**config.mk**
```make
export PLATFORM = sky130hd
export DESIGN_NAME = wave_id_gen
export DESIGN_NICKNAME = d
export VERILOG_FILES = /design/src/rtl/wig_pkg.sv /design/src/rtl/wig_serial_div.sv /design/src/rtl/wig_wave_span.sv /design/src/rtl/wig_coord_walk.sv /design/src/rtl/wave_id_gen.sv
export SDC_FILE = /design/constraint.sdc
export NUM_CORES = 2
export LEC_CHECK = 0
export BUFFER_PORTS_ARGS = -buffer_cell sky130_fd_sc_hd__buf_2
export CORE_UTILIZATION = 25
export DETAILED_ROUTE_END_ITERATION = 6
export MAX_ROUTING_LAYER = met4
export PLACE_DENSITY = 0.45
export RECOVER_POWER = 50
export SLEW_MARGIN = 25
export SYNTH_ARGS = -nofsm -noshare
export SYNTH_HDL_FRONTEND = slang
export SYNTH_SLANG_ARGS = --single-unit
```
**constraint.sdc**
```tcl
create_clock -name clk -period 24.3 [get_ports clk]
set_input_delay 1.215 -clock clk [delete_from_list [all_inputs] [get_ports clk]]
set_output_delay 1.215 -clock clk [all_outputs]
set_load 0.01 [all_outputs]
```
**src/rtl/wig_pkg.sv**
```systemverilog
package wig_pkg;

    parameter int LANES = 64;
    parameter int DIM_W = 10;
    parameter int LIN_W = 32;

    localparam int LANE_W  = $clog2(LANES);
    localparam int IDX_W   = LIN_W - LANE_W;
    localparam int SPILL_W = LANE_W + 1;
    localparam int SLOT_W  = LIN_W - LANE_W + 1;

    typedef logic [DIM_W-1:0] dim_t;
    typedef logic [LIN_W-1:0] lin_t;

    typedef struct packed {
        dim_t sx;
        dim_t sy;
        dim_t sz;
    } shape_t;

    typedef struct packed {
        dim_t x;
        dim_t y;
        lin_t z;
    } coord_t;

    typedef enum logic [2:0] {
        PH_IDLE,
        PH_DIVX,
        PH_DIVY,
        PH_EMIT,
        PH_FIN
    } phase_t;

    // Increment v; return {carry, next} with next wrapped to 0 at lim.
    function automatic logic [DIM_W:0] wrap_inc(input dim_t v, input dim_t lim);
        logic [DIM_W:0] nxt;
        nxt = {1'b0, v} + (DIM_W+1)'(1);
        if (nxt >= {1'b0, lim})
            return {1'b1, {DIM_W{1'b0}}};
        return {1'b0, nxt[DIM_W-1:0]};
    endfunction

endpackage

```
**src/rtl/wig_serial_div.sv**
```systemverilog
module wig_serial_div #(
    parameter int NUM_W = 32,
    parameter int DEN_W = 10
) (
    input  logic             clk,
    input  logic             rst,
    input  logic             start,
    input  logic [NUM_W-1:0] num,
    input  logic [DEN_W-1:0] den,
    output logic             done,
    output logic [NUM_W-1:0] quot,
    output logic [DEN_W-1:0] rem
);
    localparam int CNT_W = $clog2(NUM_W + 1);

    logic [NUM_W-1:0] work;
    logic [DEN_W-1:0] den_q;
    logic [CNT_W-1:0] cnt;
    logic             running;
    logic [DEN_W:0]   trial;
    logic [DEN_W:0]   diff;
    logic             ge;

    always_comb begin
        trial = {rem, work[NUM_W-1]};
        ge    = trial >= {1'b0, den_q};
        diff  = trial - {1'b0, den_q};
    end

    always_ff @(posedge clk) begin
        if (rst) begin
            work    <= '0;
            den_q   <= '0;
            cnt     <= '0;
            running <= 1'b0;
            done    <= 1'b0;
            quot    <= '0;
            rem     <= '0;
        end else begin
            done <= 1'b0;
            if (start) begin
                work    <= num;
                den_q   <= den;
                quot    <= '0;
                rem     <= '0;
                cnt     <= CNT_W'(NUM_W);
                running <= 1'b1;
            end else if (running) begin
                work <= {work[NUM_W-2:0], 1'b0};
                quot <= {quot[NUM_W-2:0], ge};
                rem  <= ge ? diff[DEN_W-1:0] : trial[DEN_W-1:0];
                cnt  <= cnt - CNT_W'(1);
                if (cnt == CNT_W'(1)) begin
                    running <= 1'b0;
                    done    <= 1'b1;
                end
            end
        end
    end
endmodule

```
**src/rtl/wig_wave_span.sv**
```systemverilog
module wig_wave_span
    import wig_pkg::*;
(
    input  logic [IDX_W-1:0]   wave_idx,
    input  shape_t             shape,
    output lin_t               base_lin,
    output lin_t               total,
    output logic [SPILL_W-1:0] spill,
    output logic [SLOT_W-1:0]  slots
);
    logic [LIN_W:0] wave_end;
    logic [LIN_W:0] rounded;

    always_comb begin
        base_lin = {wave_idx, {LANE_W{1'b0}}};
        total    = lin_t'(shape.sx) * lin_t'(shape.sy) * lin_t'(shape.sz);
        wave_end = {1'b0, base_lin} + (LIN_W+1)'(LANES);
        if (wave_end >= {1'b0, total}) begin
            if (total > base_lin)
                spill = SPILL_W'(total - base_lin);
            else
                spill = '0;
        end else begin
            spill = SPILL_W'(LANES);
        end
        rounded = {1'b0, total} + (LIN_W+1)'(LANES - 1);
        slots   = SLOT_W'(rounded >> LANE_W);
    end
endmodule

```
**src/rtl/wig_coord_walk.sv**
```systemverilog
module wig_coord_walk
    import wig_pkg::*;
(
    input  logic   clk,
    input  logic   rst,
    input  logic   load,
    input  logic   step,
    input  coord_t seed,
    input  lin_t   seed_lin,
    input  dim_t   lim_x,
    input  dim_t   lim_y,
    output coord_t pos,
    output lin_t   lin
);
    logic [DIM_W:0] x_nxt;
    logic [DIM_W:0] y_nxt;
    coord_t         pos_nxt;

    always_comb begin
        x_nxt   = wrap_inc(pos.x, lim_x);
        y_nxt   = wrap_inc(pos.y, lim_y);
        pos_nxt = pos;
        pos_nxt.x = x_nxt[DIM_W-1:0];
        if (x_nxt[DIM_W]) begin
            pos_nxt.y = y_nxt[DIM_W-1:0];
            if (y_nxt[DIM_W])
                pos_nxt.z = pos.z + lin_t'(1);
        end
    end

    always_ff @(posedge clk) begin
        if (rst) begin
            pos <= '0;
            lin <= '0;
        end else if (load) begin
            pos <= seed;
            lin <= seed_lin;
        end else if (step) begin
            pos <= pos_nxt;
            lin <= lin + lin_t'(1);
        end
    end
endmodule

```
**src/rtl/wave_id_gen.sv**
```systemverilog
module wave_id_gen
    import wig_pkg::*;
(
    input  logic                      clk,
    input  logic                      rst,
    input  logic                      start,
    input  logic [wig_pkg::IDX_W-1:0] wave_idx,
    input  logic [wig_pkg::DIM_W-1:0] size_x,
    input  logic [wig_pkg::DIM_W-1:0] size_y,
    input  logic [wig_pkg::DIM_W-1:0] size_z,
    output logic                      busy,
    output logic                      lane_valid,
    output logic [wig_pkg::LANE_W-1:0] lane_idx,
    output logic                      lane_active,
    output logic [wig_pkg::DIM_W-1:0] id_x,
    output logic [wig_pkg::DIM_W-1:0] id_y,
    output logic [wig_pkg::LIN_W-1:0] id_z,
    output logic [wig_pkg::LIN_W-1:0] flat_id,
    output logic                      done,
    output logic [wig_pkg::LANES-1:0] lane_mask,
    output logic [wig_pkg::SPILL_W-1:0] spill_width,
    output logic [wig_pkg::SLOT_W-1:0]  barrier_slots
);
    phase_t              phase;
    shape_t              shape_in;
    shape_t              shape_q;
    lin_t                total_q;
    lin_t                base_q;
    logic [SPILL_W-1:0]  spill_q;
    logic [SLOT_W-1:0]   slots_q;
    dim_t                x_seed_q;
    logic [LANE_W-1:0]   lane_q;
    logic [LANES-1:0]    mask_q;

    lin_t                span_base;
    lin_t                span_total;
    logic [SPILL_W-1:0]  span_spill;
    logic [SLOT_W-1:0]   span_slots;

    logic                accept;
    logic                div_start;
    lin_t                div_num;
    dim_t                div_den;
    logic                div_done;
    lin_t                div_quot;
    dim_t                div_rem;

    logic                walk_load;
    logic                walk_step;
    coord_t              walk_seed;
    coord_t              walk_pos;
    lin_t                walk_lin;

    assign shape_in = '{sx: size_x, sy: size_y, sz: size_z};
    assign accept   = start && (phase == PH_IDLE);

    wig_wave_span u_span (
        .wave_idx (wave_idx),
        .shape    (shape_in),
        .base_lin (span_base),
        .total    (span_total),
        .spill    (span_spill),
        .slots    (span_slots)
    );

    // Pass 1 splits the base position by x; pass 2 splits its quotient by y.
    always_comb begin
        div_start = accept || ((phase == PH_DIVX) && div_done);
        div_num   = (phase == PH_IDLE) ? span_base : div_quot;
        div_den   = (phase == PH_IDLE) ? size_x : shape_q.sy;
    end

    wig_serial_div #(
        .NUM_W (LIN_W),
        .DEN_W (DIM_W)
    ) u_div (
        .clk   (clk),
        .rst   (rst),
        .start (div_start),
        .num   (div_num),
        .den   (div_den),
        .done  (div_done),
        .quot  (div_quot),
        .rem   (div_rem)
    );

    always_comb begin
        walk_load   = (phase == PH_DIVY) && div_done;
        walk_step   = (phase == PH_EMIT);
        walk_seed   = '{x: x_seed_q, y: div_rem, z: div_quot};
    end

    wig_coord_walk u_walk (
        .clk      (clk),
        .rst      (rst),
        .load     (walk_load),
        .step     (walk_step),
        .seed     (walk_seed),
        .seed_lin (base_q),
        .lim_x    (shape_q.sx),
        .lim_y    (shape_q.sy),
        .pos      (walk_pos),
        .lin      (walk_lin)
    );

    always_ff @(posedge clk) begin
        if (rst) begin
            phase    <= PH_IDLE;
            shape_q  <= '0;
            total_q  <= '0;
            base_q   <= '0;
            spill_q  <= '0;
            slots_q  <= '0;
            x_seed_q <= '0;
            lane_q   <= '0;
            mask_q   <= '0;
        end else begin
            unique case (phase)
                PH_IDLE: begin
                    if (accept) begin
                        shape_q <= shape_in;
                        total_q <= span_total;
                        base_q  <= span_base;
                        spill_q <= span_spill;
                        slots_q <= span_slots;
                        phase   <= PH_DIVX;
                    end
                end
                PH_DIVX: begin
                    if (div_done) begin
                        x_seed_q <= div_rem;
                        phase    <= PH_DIVY;
                    end
                end
                PH_DIVY: begin
                    if (div_done) begin
                        lane_q <= '0;
                        mask_q <= '0;
                        phase  <= PH_EMIT;
                    end
                end
                PH_EMIT: begin
                    mask_q[lane_q] <= lane_active;
                    lane_q         <= lane_q + LANE_W'(1);
                    if (lane_q == LANE_W'(LANES - 1))
                        phase <= PH_FIN;
                end
                PH_FIN: begin
                    phase <= PH_IDLE;
                end
                default: phase <= PH_IDLE;
            endcase
        end
    end

    always_comb begin
        busy          = (phase != PH_IDLE);
        lane_valid    = (phase == PH_EMIT);
        done          = (phase == PH_FIN);
        lane_idx      = lane_q;
        lane_active   = walk_lin < total_q;
        id_x          = walk_pos.x;
        id_y          = walk_pos.y;
        id_z          = walk_pos.z;
        flat_id       = walk_lin;
        lane_mask     = mask_q;
        spill_width   = spill_q;
        barrier_slots = slots_q;
    end
endmodule

```
==> flow_metrics.env <==
export IMPL_outcome="finished, violations left"
export IMPL_violations="capacitance limit, slew limit"
export IMPL_max_freq_mhz=74.0
export IMPL_hp_class="reg -> reg"
export IMPL_min_period_ns=13.51
export IMPL_portBuffers=248
export IMPL_hpwlAfterDp_um=74000
export IMPL_synth_fa_ha_area_frac=0.241
export IMPL_hold_violations=0
export IMPL_htreeDepth=2
export IMPL_cts_resized=0
export IMPL_reg2reg_from="phase[2]"
export IMPL_drc=0
export IMPL_hold_path_depth=2
export IMPL_root_buffer="clkbuf_16"
export IMPL_grt_pass1_vias=24600
export IMPL_synth_top_family_by_area="adder cells"
export IMPL_start_util=0.253
export IMPL_critPathSlowestCell="o41ai_1"
export IMPL_drt_wl_total_um=97600
export IMPL_worst_slack_ns=10.79
export IMPL_critPathKind="in -> reg"
export IMPL_place_ws_ns=10.24
export IMPL_rsz0062_at_grt="false"
export IMPL_hold_path_startpoint="total_q[21]"
export IMPL_synth_cell_type_count=93
export IMPL_grt_max_degree=83
export IMPL_cts_setup_buffers=0
export IMPL_postCtsHoldBufs=0
export IMPL_cp_depth=44
export IMPL_numClockSinks=367
export IMPL_synth_top_area_frac=0.253
export IMPL_worstSetupStartpointType="primary input"
export IMPL_ys_flop_type="dfxtp_1"
export IMPL_yosys_area_share_simple=0.200
export IMPL_clk_path_buf_depth=3
export IMPL_drive_gt1_frac=0.0574
export IMPL_synth_area_per_cell_um2=8.24
export IMPL_cts_tree="done"
export IMPL_path_clk_slew_ns=0.06
export IMPL_overflow=0
export IMPL_nNetsFinal=4140
export IMPL_antenna_found_initial=4
export IMPL_yosys_warnings=0
export IMPL_synth_mux_area_frac=0.0269
export IMPL_cts_buffers=46
export IMPL_cpLargestDelayFamily="adder cells"
export IMPL_ant_nets=0
export IMPL_synth_most_common_cell="nand2_1"
export IMPL_r2r_slack_ns=19.14
export IMPL_drtIter0Drc=1538
export IMPL_die_w_um=343
export IMPL_critPathArrivalTime_ns=13.80
export IMPL_synthTopCellsByArea="dfxtp_1 25%, fa_1 14%, ha_1 10%"
export IMPL_die_h_um=343
export IMPL_synthArstFlopShare=0
export IMPL_drv_cap=6
export IMPL_synth_compound_area_frac=0.177
export IMPL_netlist_area_um2=29100
export IMPL_clk_latency_ns=0.59
export IMPL_grt_pass1_wl_um=150000
export IMPL_final_max_slew_viol_count=351
export IMPL_area_growth_pct=13.6
export IMPL_dr_total_vias=24800
export IMPL_design_area_um2=33000
export IMPL_worstMarginPinSlew_ns=3.70
export IMPL_synth_seq_cells=367
export IMPL_cp_num_buf_inv=7
export IMPL_fin_worst_skew_ns=0.0238
export IMPL_yosysSeqAreaShare=0.253
export IMPL_pin_count=251
export IMPL_hold_end="total_q[21]"
export IMPL_synth_edff_count=0
export IMPL_drtPass1Iterations=5
export IMPL_core_area_um2=115000
export IMPL_cp_slowest_stage_delay_ns=0.72
export IMPL_rows=124
export IMPL_endpoint_kind="register"
export IMPL_vias_per_cell=4.77
export IMPL_synth_xor_xnor_area_share=0.0312
export IMPL_setup_violations=0
export IMPL_rr_endpoint="u_div.work[7]"
export IMPL_syn_instance_count=3529
export IMPL_finalCritPeriodShare=0.556
export IMPL_track_usage=0.167
export IMPL_finalSetupTns_ns=0
export IMPL_gp_congestion=0.843
export IMPL_dpl_cell_area_um2=31700
export IMPL_routedWlPerCell_um=18.8
export IMPL_r2r_cells=6
export IMPL_yosys_area_top_type="dfxtp_1"
export IMPL_synth_common_cells="468 x nand2_1, 367 x dfxtp_1, 319 x inv_1, 245 x a21oi_1, 235 x nor2_1"
export IMPL_critical_path_required_ns=24.59
export IMPL_slew_headroom=-1.47
export IMPL_path_max_fanout=12
export IMPL_dieArea_um2=118000
export IMPL_cp_common_cell="fa_1"
==> metal layers <==
| layer | wire [um] | GRT usage | part of all wire |
|---|---|---|---|
| met1 | 47000 | 0.224 | 0.48 |
| met5 | 0 | - | 0 |
| met3 | 3820 | 0.0213 | 0.039 |
| met2 | 44600 | 0.267 | 0.46 |
| met4 | 2240 | 0.0403 | 0.023 |
==> state kept, by name, indices dropped and copies added (netlist names), 20 cells and up <==
| name | cells |
|---|---|
| lane_mask | 64 |
| u_walk.pos | 52 |
| u_div.quot | 32 |
| u_div.work | 32 |
| u_walk.lin | 32 |
| total_q | 30 |
| base_q | 26 |
| barrier_slots | 25 |
| shape_q | 20 |
==> cells by family after synthesis <==
logic type	count (synthesis)
simple gates	1225
compound gates	783
buf+inv	537
fa+ha+maj	437
flops	367
xor+xnor	101
mux	78
other cells	1
==> layout by cell type, fill, tap and decap left out, types with 51 or more instances in the layout <==
master    count
a211oi_1    109
a21o_1       55
a21oi_1     245
and2_1      154
buf_2        60
clkbuf_1    200
dfxtp_1     366
fa_1        205
ha_1        232
inv_1       319
mux2i_1      77
nand2_1     467
nand3_1      86
nor2_1      233
nor3_1       51
o211ai_1     70
o21ai_0     103
o31ai_1      69
xnor2_1      74
==> worst register-to-register path, cell delays in order, from the launching register on <==
cell      delay, ns
dfxtp_1        0.39
nor3_2         0.22
and2_0         1.87
nor2_1         1.05
clkbuf_1       0.77
a211oi_1       0.46
a211oi_1       0.09
==> through the flow <==
stage / cells / hold WS [ns] / utilization
after floorplan: 3530 / 0.432 / -
after global placement: 5107 / 0.444 / 0.276
after detailed placement: 5108 / 0.446 / 0.276
after CTS: 5191 / 0.455 / 0.290
after global routing: 5193 / 0.468 / 0.288
final: 5193 / 0.451 / 0.288
==> layout make-up <==
class	instances	area, um^2
diodes	2	5.00
multi-input cells	2626	19700
well taps	1512	1890
repair buffers	284	1260
inverters	319	1200
clock inverters	18	248
clock buffers	65	1370
fillers	12600	81800
flip-flops and latches	367	7350
==> how the worst max path moves through the flow <==
stage / from / to / slack (ns)
after floorplan: size_y[3] / spill_width[6] / 11.69
after global placement: size_x[3] / spill_width[5] / 10.43
after detailed placement: size_x[3] / spill_width[5] / 10.24
after CTS: size_x[3] / spill_width[5] / 10.84
after global routing: size_x[3] / spill_width[6] / 9.86
final: size_x[3] / spill_width[6] / 10.79
Power is not shown: default switching activity piles up to over one toggle a cycle in this logic, so the estimate is an artifact.
